--- config.mk ---
export PLATFORM = sky130hd
export DESIGN_NAME = irq_dist_regs
export DESIGN_NICKNAME = d
export VERILOG_FILES = /design/src/rtl/irq_dist_pkg.sv /design/src/rtl/irq_setclr_bank.sv /design/src/rtl/irq_trigger_unit.sv /design/src/rtl/irq_prio_store.sv /design/src/rtl/irq_dist_regs.sv
export SDC_FILE = /design/constraint.sdc
export NUM_CORES = 2
export LEC_CHECK = 0
export BUFFER_PORTS_ARGS = -buffer_cell sky130_fd_sc_hd__buf_4
export CAP_MARGIN = 25
export CORE_ASPECT_RATIO = 1.4
export CORE_UTILIZATION = 35
export DETAILED_ROUTE_END_ITERATION = 10
export PLACE_DENSITY = 0.6
export SLEW_MARGIN = 20
export SYNTH_ARGS = -nofsm -noshare
export SYNTH_HDL_FRONTEND = slang
export SYNTH_SLANG_ARGS = --single-unit
--- constraint.sdc ---
create_clock -name clk -period 3.64 [get_ports clk]
set_clock_uncertainty 0.15 [all_clocks]
set_input_delay 0.364 -clock clk [delete_from_list [all_inputs] [get_ports clk]]
set_output_delay 0.364 -clock clk [all_outputs]
set_load 0.02 [all_outputs]
--- src/rtl/irq_dist_pkg.sv ---
package irq_dist_pkg;
   // register word offsets (byte addresses)
   localparam int unsigned OFS_CTRL   = 'h000;
   localparam int unsigned OFS_TYPE   = 'h004;
   localparam int unsigned OFS_GROUP  = 'h080;
   localparam int unsigned OFS_EN_SET = 'h100;
   localparam int unsigned OFS_EN_CLR = 'h180;
   localparam int unsigned OFS_PD_SET = 'h200;
   localparam int unsigned OFS_PD_CLR = 'h280;
   localparam int unsigned OFS_AC_SET = 'h300;
   localparam int unsigned OFS_AC_CLR = 'h380;
   localparam int unsigned OFS_PRIO   = 'h400;
   localparam int unsigned OFS_TRIG   = 'hC00;
   localparam int unsigned OFS_SWGEN  = 'hF00;

   typedef logic [1:0] trig_code_t;
   localparam trig_code_t TRIG_EDGE  = 2'b10;
   localparam trig_code_t TRIG_LEVEL = 2'b01;
endpackage

--- src/rtl/irq_setclr_bank.sv ---
// One bitmap reached through a write-one-to-set and a write-one-to-clear
// window. Strobe inputs from hardware are applied after register writes,
// so they win; a strobe clear beats a strobe set.
module irq_setclr_bank #(
   parameter int unsigned N       = 64,
   parameter int unsigned ADDR_W  = 12,
   parameter int unsigned SET_OFS = 0,
   parameter int unsigned CLR_OFS = 4,
   parameter logic [N-1:0] RST_VAL = '0
) (
   input  logic              clk,
   input  logic              rst_n,
   input  logic              wr,
   input  logic [ADDR_W-1:0] addr,
   input  logic [31:0]       wdata,
   input  logic [N-1:0]      hw_set,
   input  logic [N-1:0]      hw_clr,
   output logic [N-1:0]      q
);
   localparam int unsigned WORDS = N / 32;

   logic [N-1:0] set_v, clr_v, nxt;

   always_comb begin
      set_v = '0;
      clr_v = '0;
      for (int w = 0; w < WORDS; w++) begin
         if (wr && addr == ADDR_W'(SET_OFS + 32'(4 * w))) set_v[32*w +: 32] = wdata;
         if (wr && addr == ADDR_W'(CLR_OFS + 32'(4 * w))) clr_v[32*w +: 32] = wdata;
      end
      nxt = (((q | set_v) & ~clr_v) | hw_set) & ~hw_clr;
   end

   always_ff @(posedge clk) begin
      if (!rst_n) q <= RST_VAL;
      else        q <= nxt;
   end

   AST_HW_CLR_WINS: assert property (@(posedge clk) disable iff (!rst_n)
      (|hw_clr) |=> ((q & $past(hw_clr)) == '0));
   AST_HW_SET_LANDS: assert property (@(posedge clk) disable iff (!rst_n)
      (|(hw_set & ~hw_clr)) |=> ((q & $past(hw_set & ~hw_clr)) == $past(hw_set & ~hw_clr)));
   AST_QUIET_HOLDS: assert property (@(posedge clk) disable iff (!rst_n)
      (!(|set_v) && !(|clr_v) && !(|hw_set) && !(|hw_clr)) |=> (q == $past(q)));
endmodule

--- src/rtl/irq_trigger_unit.sv ---
// Per peripheral line: trigger-mode storage, input edge detection and level request.
module irq_trigger_unit #(
   parameter int unsigned N_PER    = 48,
   parameter int unsigned N_SW     = 16,
   parameter int unsigned ADDR_W   = 12,
   parameter int unsigned TRIG_OFS = 'hC00
) (
   input  logic              clk,
   input  logic              rst_n,
   input  logic              wr,
   input  logic [ADDR_W-1:0] addr,
   input  logic [15:0]       mode_bits,   // odd bits of the written word
   input  logic [N_PER-1:0]  irq_in,
   output logic [N_PER-1:0]  edge_mode,
   output logic [N_PER-1:0]  rise,
   output logic [N_PER-1:0]  level_req
);
   logic [N_PER-1:0] prev_q;

   always_ff @(posedge clk) begin
      if (!rst_n) begin
         edge_mode <= '0;
         prev_q    <= '0;
      end else begin
         prev_q <= irq_in;
         for (int p = 0; p < N_PER; p++) begin
            if (wr && addr == ADDR_W'(TRIG_OFS + 32'(4 * ((N_SW + p) / 16))))
               edge_mode[p] <= mode_bits[(N_SW + p) % 16];
         end
      end
   end

   assign rise      = irq_in & ~prev_q & edge_mode;
   assign level_req = irq_in & ~edge_mode;

   AST_RISE_FROM_LOW: assert property (@(posedge clk) disable iff (!rst_n)
      (|rise) |=> ((prev_q & $past(rise)) == $past(rise)));
endmodule

--- src/rtl/irq_prio_store.sv ---
// Eight-bit priority per line, four lines per 32-bit word.
module irq_prio_store #(
   parameter int unsigned N      = 64,
   parameter int unsigned ADDR_W = 12,
   parameter int unsigned OFS    = 'h400
) (
   input  logic              clk,
   input  logic              rst_n,
   input  logic              wr,
   input  logic [ADDR_W-1:0] addr,
   input  logic [31:0]       wdata,
   output logic [N*8-1:0]    prio
);
   localparam int unsigned WORDS = N / 4;

   always_ff @(posedge clk) begin
      if (!rst_n) prio <= '0;
      else begin
         for (int w = 0; w < WORDS; w++) begin
            if (wr && addr == ADDR_W'(OFS + 32'(4 * w))) prio[32*w +: 32] <= wdata;
         end
      end
   end
endmodule

--- src/rtl/irq_dist_regs.sv ---
module irq_dist_regs
   import irq_dist_pkg::*;
#(
   parameter int unsigned NUM_LINES = 64,
   parameter int unsigned NUM_SW    = 16,
   parameter int unsigned ADDR_W    = 12,
   localparam int unsigned ID_W     = $clog2(NUM_LINES),
   localparam int unsigned N_PER    = NUM_LINES - NUM_SW
) (
   input  logic                   clk,
   input  logic                   rst_n,
   input  logic                   reg_wr,
   input  logic [ADDR_W-1:0]      reg_addr,
   input  logic [31:0]            reg_wdata,
   output logic [31:0]            reg_rdata,
   input  logic [N_PER-1:0]       irq_in,
   input  logic                   ack_valid,
   input  logic [ID_W-1:0]        ack_id,
   input  logic                   deact_valid,
   input  logic [ID_W-1:0]        deact_id,
   output logic [NUM_LINES-1:0]   fwd_pend,
   output logic [NUM_LINES*8-1:0] fwd_prio
);
   localparam int unsigned WORDS = NUM_LINES / 32;
   localparam int unsigned SW_W  = $clog2(NUM_SW);

   // elaboration-time parameter checks
   if (NUM_LINES % 32 != 0 || NUM_LINES > 1024) begin : g_bad_lines
      $error("NUM_LINES must be a multiple of 32 and at most 1024");
   end
   if (NUM_SW < 2 || NUM_SW > 16 || (NUM_SW & (NUM_SW - 1)) != 0) begin : g_bad_sw
      $error("NUM_SW must be a power of two from 2 to 16");
   end
   if (ADDR_W < 12) begin : g_bad_addr
      $error("ADDR_W must be at least 12");
   end

   logic                   ctrl_en;
   logic [NUM_LINES-1:0]   group_q;
   logic [NUM_LINES-1:0]   en_q, pend_q, act_q, pend_eff;
   logic [NUM_LINES-1:0]   ack_vec, deact_vec, sw_vec, pend_set;
   logic [N_PER-1:0]       edge_mode, rise, level_req;
   logic [15:0]            mode_bits;
   logic [2*NUM_LINES-1:0] trig_rd;
   logic                   sw_wr;

   assign ack_vec   = ack_valid   ? (NUM_LINES'(1) << ack_id)   : '0;
   assign deact_vec = deact_valid ? (NUM_LINES'(1) << deact_id) : '0;
   assign sw_wr     = reg_wr && reg_addr == ADDR_W'(OFS_SWGEN);
   assign sw_vec    = sw_wr ? (NUM_LINES'(1) << reg_wdata[SW_W-1:0]) : '0;
   assign pend_set  = sw_vec | {rise, {NUM_SW{1'b0}}};

   for (genvar j = 0; j < 16; j++) begin : g_mode
      assign mode_bits[j] = reg_wdata[2*j+1];
   end

   always_ff @(posedge clk) begin
      if (!rst_n) begin
         ctrl_en <= 1'b0;
         group_q <= '0;
      end else if (reg_wr) begin
         if (reg_addr == ADDR_W'(OFS_CTRL)) ctrl_en <= reg_wdata[0];
         for (int w = 0; w < WORDS; w++) begin
            if (reg_addr == ADDR_W'(OFS_GROUP + 32'(4 * w))) group_q[32*w +: 32] <= reg_wdata;
         end
      end
   end

   irq_setclr_bank #(
      .N(NUM_LINES), .ADDR_W(ADDR_W), .SET_OFS(OFS_EN_SET), .CLR_OFS(OFS_EN_CLR),
      .RST_VAL({{N_PER{1'b0}}, {NUM_SW{1'b1}}})
   ) u_enable (
      .clk(clk), .rst_n(rst_n), .wr(reg_wr), .addr(reg_addr), .wdata(reg_wdata),
      .hw_set('0), .hw_clr('0), .q(en_q)
   );

   irq_setclr_bank #(
      .N(NUM_LINES), .ADDR_W(ADDR_W), .SET_OFS(OFS_PD_SET), .CLR_OFS(OFS_PD_CLR),
      .RST_VAL('0)
   ) u_pending (
      .clk(clk), .rst_n(rst_n), .wr(reg_wr), .addr(reg_addr), .wdata(reg_wdata),
      .hw_set(pend_set), .hw_clr(ack_vec), .q(pend_q)
   );

   irq_setclr_bank #(
      .N(NUM_LINES), .ADDR_W(ADDR_W), .SET_OFS(OFS_AC_SET), .CLR_OFS(OFS_AC_CLR),
      .RST_VAL('0)
   ) u_active (
      .clk(clk), .rst_n(rst_n), .wr(reg_wr), .addr(reg_addr), .wdata(reg_wdata),
      .hw_set(ack_vec), .hw_clr(deact_vec), .q(act_q)
   );

   irq_trigger_unit #(
      .N_PER(N_PER), .N_SW(NUM_SW), .ADDR_W(ADDR_W), .TRIG_OFS(OFS_TRIG)
   ) u_trigger (
      .clk(clk), .rst_n(rst_n), .wr(reg_wr), .addr(reg_addr), .mode_bits(mode_bits),
      .irq_in(irq_in), .edge_mode(edge_mode), .rise(rise), .level_req(level_req)
   );

   irq_prio_store #(
      .N(NUM_LINES), .ADDR_W(ADDR_W), .OFS(OFS_PRIO)
   ) u_prio (
      .clk(clk), .rst_n(rst_n), .wr(reg_wr), .addr(reg_addr), .wdata(reg_wdata),
      .prio(fwd_prio)
   );

   assign pend_eff = pend_q | ({level_req, {NUM_SW{1'b0}}} & ~act_q);
   assign fwd_pend = {NUM_LINES{ctrl_en}} & en_q & pend_eff;

   // trigger read-back: software lines fixed, peripheral lines from stored mode
   for (genvar i = 0; i < NUM_LINES; i++) begin : g_trig
      if (i < NUM_SW) begin : g_fixed
         assign trig_rd[2*i +: 2] = TRIG_EDGE;
      end else begin : g_cfg
         assign trig_rd[2*i +: 2] = edge_mode[i-NUM_SW] ? TRIG_EDGE : TRIG_LEVEL;
      end
   end

   always_comb begin
      reg_rdata = '0;
      if (reg_addr == ADDR_W'(OFS_CTRL)) reg_rdata = {31'd0, ctrl_en};
      if (reg_addr == ADDR_W'(OFS_TYPE)) reg_rdata = 32'(NUM_LINES);
      for (int w = 0; w < WORDS; w++) begin
         if (reg_addr == ADDR_W'(OFS_GROUP + 32'(4*w))) reg_rdata = group_q[32*w +: 32];
         if (reg_addr == ADDR_W'(OFS_EN_SET + 32'(4*w)) ||
             reg_addr == ADDR_W'(OFS_EN_CLR + 32'(4*w))) reg_rdata = en_q[32*w +: 32];
         if (reg_addr == ADDR_W'(OFS_PD_SET + 32'(4*w)) ||
             reg_addr == ADDR_W'(OFS_PD_CLR + 32'(4*w))) reg_rdata = pend_eff[32*w +: 32];
         if (reg_addr == ADDR_W'(OFS_AC_SET + 32'(4*w)) ||
             reg_addr == ADDR_W'(OFS_AC_CLR + 32'(4*w))) reg_rdata = act_q[32*w +: 32];
      end
      for (int w = 0; w < NUM_LINES / 4; w++) begin
         if (reg_addr == ADDR_W'(OFS_PRIO + 32'(4*w))) reg_rdata = fwd_prio[32*w +: 32];
      end
      for (int w = 0; w < NUM_LINES / 16; w++) begin
         if (reg_addr == ADDR_W'(OFS_TRIG + 32'(4*w))) reg_rdata = trig_rd[32*w +: 32];
      end
   end

   AST_ACK_MAKES_ACTIVE: assert property (@(posedge clk) disable iff (!rst_n)
      (ack_valid && !(deact_valid && deact_id == ack_id)) |=> act_q[$past(ack_id)]);
   AST_SWGEN_PENDS: assert property (@(posedge clk) disable iff (!rst_n)
      (sw_wr && !(ack_valid && ack_id == ID_W'(reg_wdata[SW_W-1:0])))
      |=> pend_q[$past(reg_wdata[SW_W-1:0])]);
endmodule

==> metrics.md <==
| Metric | Value |
|---|---|
| Core Area | `117000 um2` |
| Endpoints failing setup | `14` |
| CTS tree | `done` |
| Synth Register Bits | `865` |
| Largest fanout on the critical path | `5` |
| Die area | `between 100000 and 150000 um2` |
| Global placement routability congestion | `roughly 1.0` |
| Fin nets | `6722` |
| # clock sinks | `between 800 and 900` |
| Final Max Slew Viols | `0` |
| Yosys Warn Count | `0` |
| Wire per inst | `33.8 um` |
| Yosys cell types | `79` |
| Global Route Usage Sum | `44.6%` |
| Failing checks | `setup timing` |
| Clock Path Buffers | `3` |
| Via density | `6.11` |
| Total number of vias | `around 50000` |
| Maximum vdd ir drop | `around 0.00035 V` |
| Critical path required time | `3130 ps` |
| CP endpoint kind | `output pin` |
| Final Hold Fails | `0` |
| Post-Layout Cell Count | `8195` |
| Number of synthesized flops with an enable pin | `0` |
| Max-Cap Viols | `0` |
| Register area | `approximately 17000 um2` |
| Asr flop ratio synth | `0%` |
| Antenna violations before repair | `20` |
| Initial Util | `35.4%` |
| Post-DP HPWL | `209000 um` |
| Syn Nets | `5646` |
| Syn avg cell area | `7.45 um2` |
| Worst setup margin | `-269 ps` |
| Vias in the first global route | `46400` |
| Synthesized instance count | `about 5500` |
| Std-Cell Rows | `148` |
| Sequential fraction of the synthesis area | `a little over two fifths` |
| Multi-input gate area | `23500 um2` |
| Clk slew on worst S/H paths | `60 ps` |
| PD cells | `365 nW/um2` |
| Die X | `292 um` |
| Arrival @ worst endpoint | `3400 ps` |
| Final hold slack | `24.1 ps` |
| # fillers | `11200` |
| Headroom to the max-slew limit | `22.9%` |
| Min-delay worst type | `in -> reg` |
| Min cycle time layout | `3910 ps` |
| Layout area overhead | `42.7%` |
| Placed insts | `slightly below 8000` |
| Root Buffer | `clkbuf_16` |
| Residual DRC | `0` |
| Die height | `slightly above 400 um` |
| Layout Utilization | `50.5%` |
| Final setup TNS | `-1360 ps` |
| Leak | `~23 nW` |
| RSZ-0062 raised after global routing | `true` |
| Tot Pwr | `21.5 mW` |
| I/O pin cnt | `about 700` |
| Routed WL | `277000 um` |
| Ys flop type | `dfxtp_1` |
| Cell area after synthesis | `41300 um2` |
| Status | `finished, violations left` |
| Antenna Nets Post-Route | `0` |
| Layout cells sized above 1 | `27.9%` |
| Setup CP Type | `in -> out` |
| Total gr overflow | `0` |
| First-pass GRT wire length | `376000 um` |
| Design area | `58900 um2` |
| H-tree lvl count | `3` |
| Worst Setup Start Kind | `input port` |
| FMAX | `256 MHz` |
| Port bufs | `716` |
| Worst Tran Pin Value | `1160 ps` |
| Initial drt markers | `roughly 6700` |
| Cts bufs inserted | `94` |
| Pre-CTS WS | `-765 ps` |
| Period utilization | `107%` |
| DP Area | `52200 um2` |
| Iteration count of the initial detailed-routing pass | `8` |
| Worst-Skew Late Latency | `740 ps` |
| Largest net degree at the start of global routing | `111` |
## critical path, cell delays in order
cell       delay, ps
buf_12           120
or4_4            630
buf_6            170
nor3_4           280
o2bb2ai_2        140
a221o_1          180
a2111oi_4         70
nor4_2           280
buf_4            160
nor3_2            30
or4_4            550
o211ai_1         200
buf_4            220
## cell usage in the layout (no fill, tap or decap), types with 17 or more instances in the layout
| cell type | n |
|---|---|
| buf_4 | 1231 |
| o21ai_0 | 129 |
| buf_12 | 71 |
| nand2_2 | 21 |
| and2_1 | 61 |
| nor3_1 | 32 |
| nor2_4 | 22 |
| nor2_1 | 326 |
| a21boi_0 | 624 |
| o211ai_1 | 20 |
| dlygate4sd3_1 | 86 |
| o21ai_2 | 17 |
| buf_6 | 80 |
| a222oi_1 | 31 |
| a21oi_2 | 31 |
| clkbuf_8 | 21 |
| nand3_1 | 76 |
| a21o_1 | 69 |
| inv_1 | 54 |
| nor2_2 | 24 |
| a21oi_1 | 424 |
| and3_1 | 26 |
| a221oi_1 | 53 |
| dfxtp_1 | 853 |
| o22ai_1 | 51 |
| a221o_1 | 17 |
| nand2_1 | 1579 |
| a31oi_1 | 56 |
| nor3_2 | 17 |
| a22oi_1 | 61 |
| clkbuf_16 | 96 |
## metal layers
metal	wire length, um	share of wire, %	up-vias	track usage (%)
met5	148	0.053	-	0
met4	25500	9.2	22	34.9
met3	28900	10	917	9.61
met2	121000	44	3596	68.0
met1	102000	37	24300	54.4
li1	-	-	21200	-
## final timing paths
check               endpoint           from  slack (ps)  cells past startpoint
max reg2reg          ctrl_en        ctrl_en        2100                      3
min reg2reg      group_q[54]    group_q[54]         320                      2
max             reg_rdata[9]    reg_addr[3]        -270                     13
min          u_prio.prio[15]  reg_wdata[15]          20                      3
## repair_timing
item,in CTS,in global routing
gates cloned,0,2
hold endpoints to repair,485,0
pin swaps,56,111
endpoints found under the setup margin,31,31
hold buffers,86,0
buffers inserted,28,50
resized for setup,221,244
## cells by family after synthesis
logic type             count (synthesis)  share of synthesized area (%)
buffers and inverters                557                           5.32
AOI/OAI and AO/OA                   1761                           28.8
muxes                                 15                          0.385
and+or+nand+nor                     2339                           23.6
DFF                                  865                           42.0
## power breakdown
group | switching, mW | leakage (nW) | internal [mW] | total (mW)
Sequential | 0.0196 | 6.98 | 9.49 | 9.51
Clock | 4.56 | 1.62 | 6.08 | 10.6
Combinational | 0.910 | 14.5 | 0.455 | 1.36
Total | 5.49 | 23.1 | 16.0 | 21.5
## state kept, by name (all words and copies together), names as in the netlist
register	count
ctrl_en	1
group_q	64
u_active.q	64
u_enable.q	64
u_pending.q	64
u_prio.prio	512
u_trigger.edge_mode	48
u_trigger.prev_q	48
## final cells by class
cell class	instances	share of cell area [%]
Inverter	56	0.357
Multi-Input combinational cell	4115	39.8
Sequential cell	865	29.4
Tap cell	1500	3.19
Timing Repair Buffer	1481	21.5
Clock inverter	42	1.11
Antenna cell	8	0.0340
Clock buffer	128	4.57
## cells in the mapped netlist, types with 10 or more instances
master / count / area, um2
o221ai_1: 19 / 166
nor3b_1: 10 / 75.1
a21o_1: 69 / 518
nor2_1: 371 / 1390
nand3_1: 94 / 470
nand4_1: 16 / 100
o211ai_1: 20 / 150
o21ai_0: 160 / 801
a21boi_0: 624 / 4680
a221o_1: 17 / 170
buf_2: 38 / 190
a222oi_1: 31 / 310
a211oi_1: 15 / 113
a21oi_1: 458 / 2290
o22ai_1: 59 / 369
o211a_1: 13 / 130
clkbuf_1: 429 / 1610
nor3_1: 55 / 275
dfxtp_1: 865 / 17300
a22oi_1: 71 / 533
a221oi_1: 67 / 587
buf_1: 25 / 93.8
nand2b_1: 10 / 62.6
and3_1: 26 / 163
a2111oi_0: 12 / 105
a31oi_1: 61 / 382
o31ai_1: 16 / 120
inv_1: 55 / 206
nor4_1: 19 / 119
nand2_1: 1608 / 6040
and2_1: 61 / 382
No activity file was read; power rests on OpenSTA's default activity.
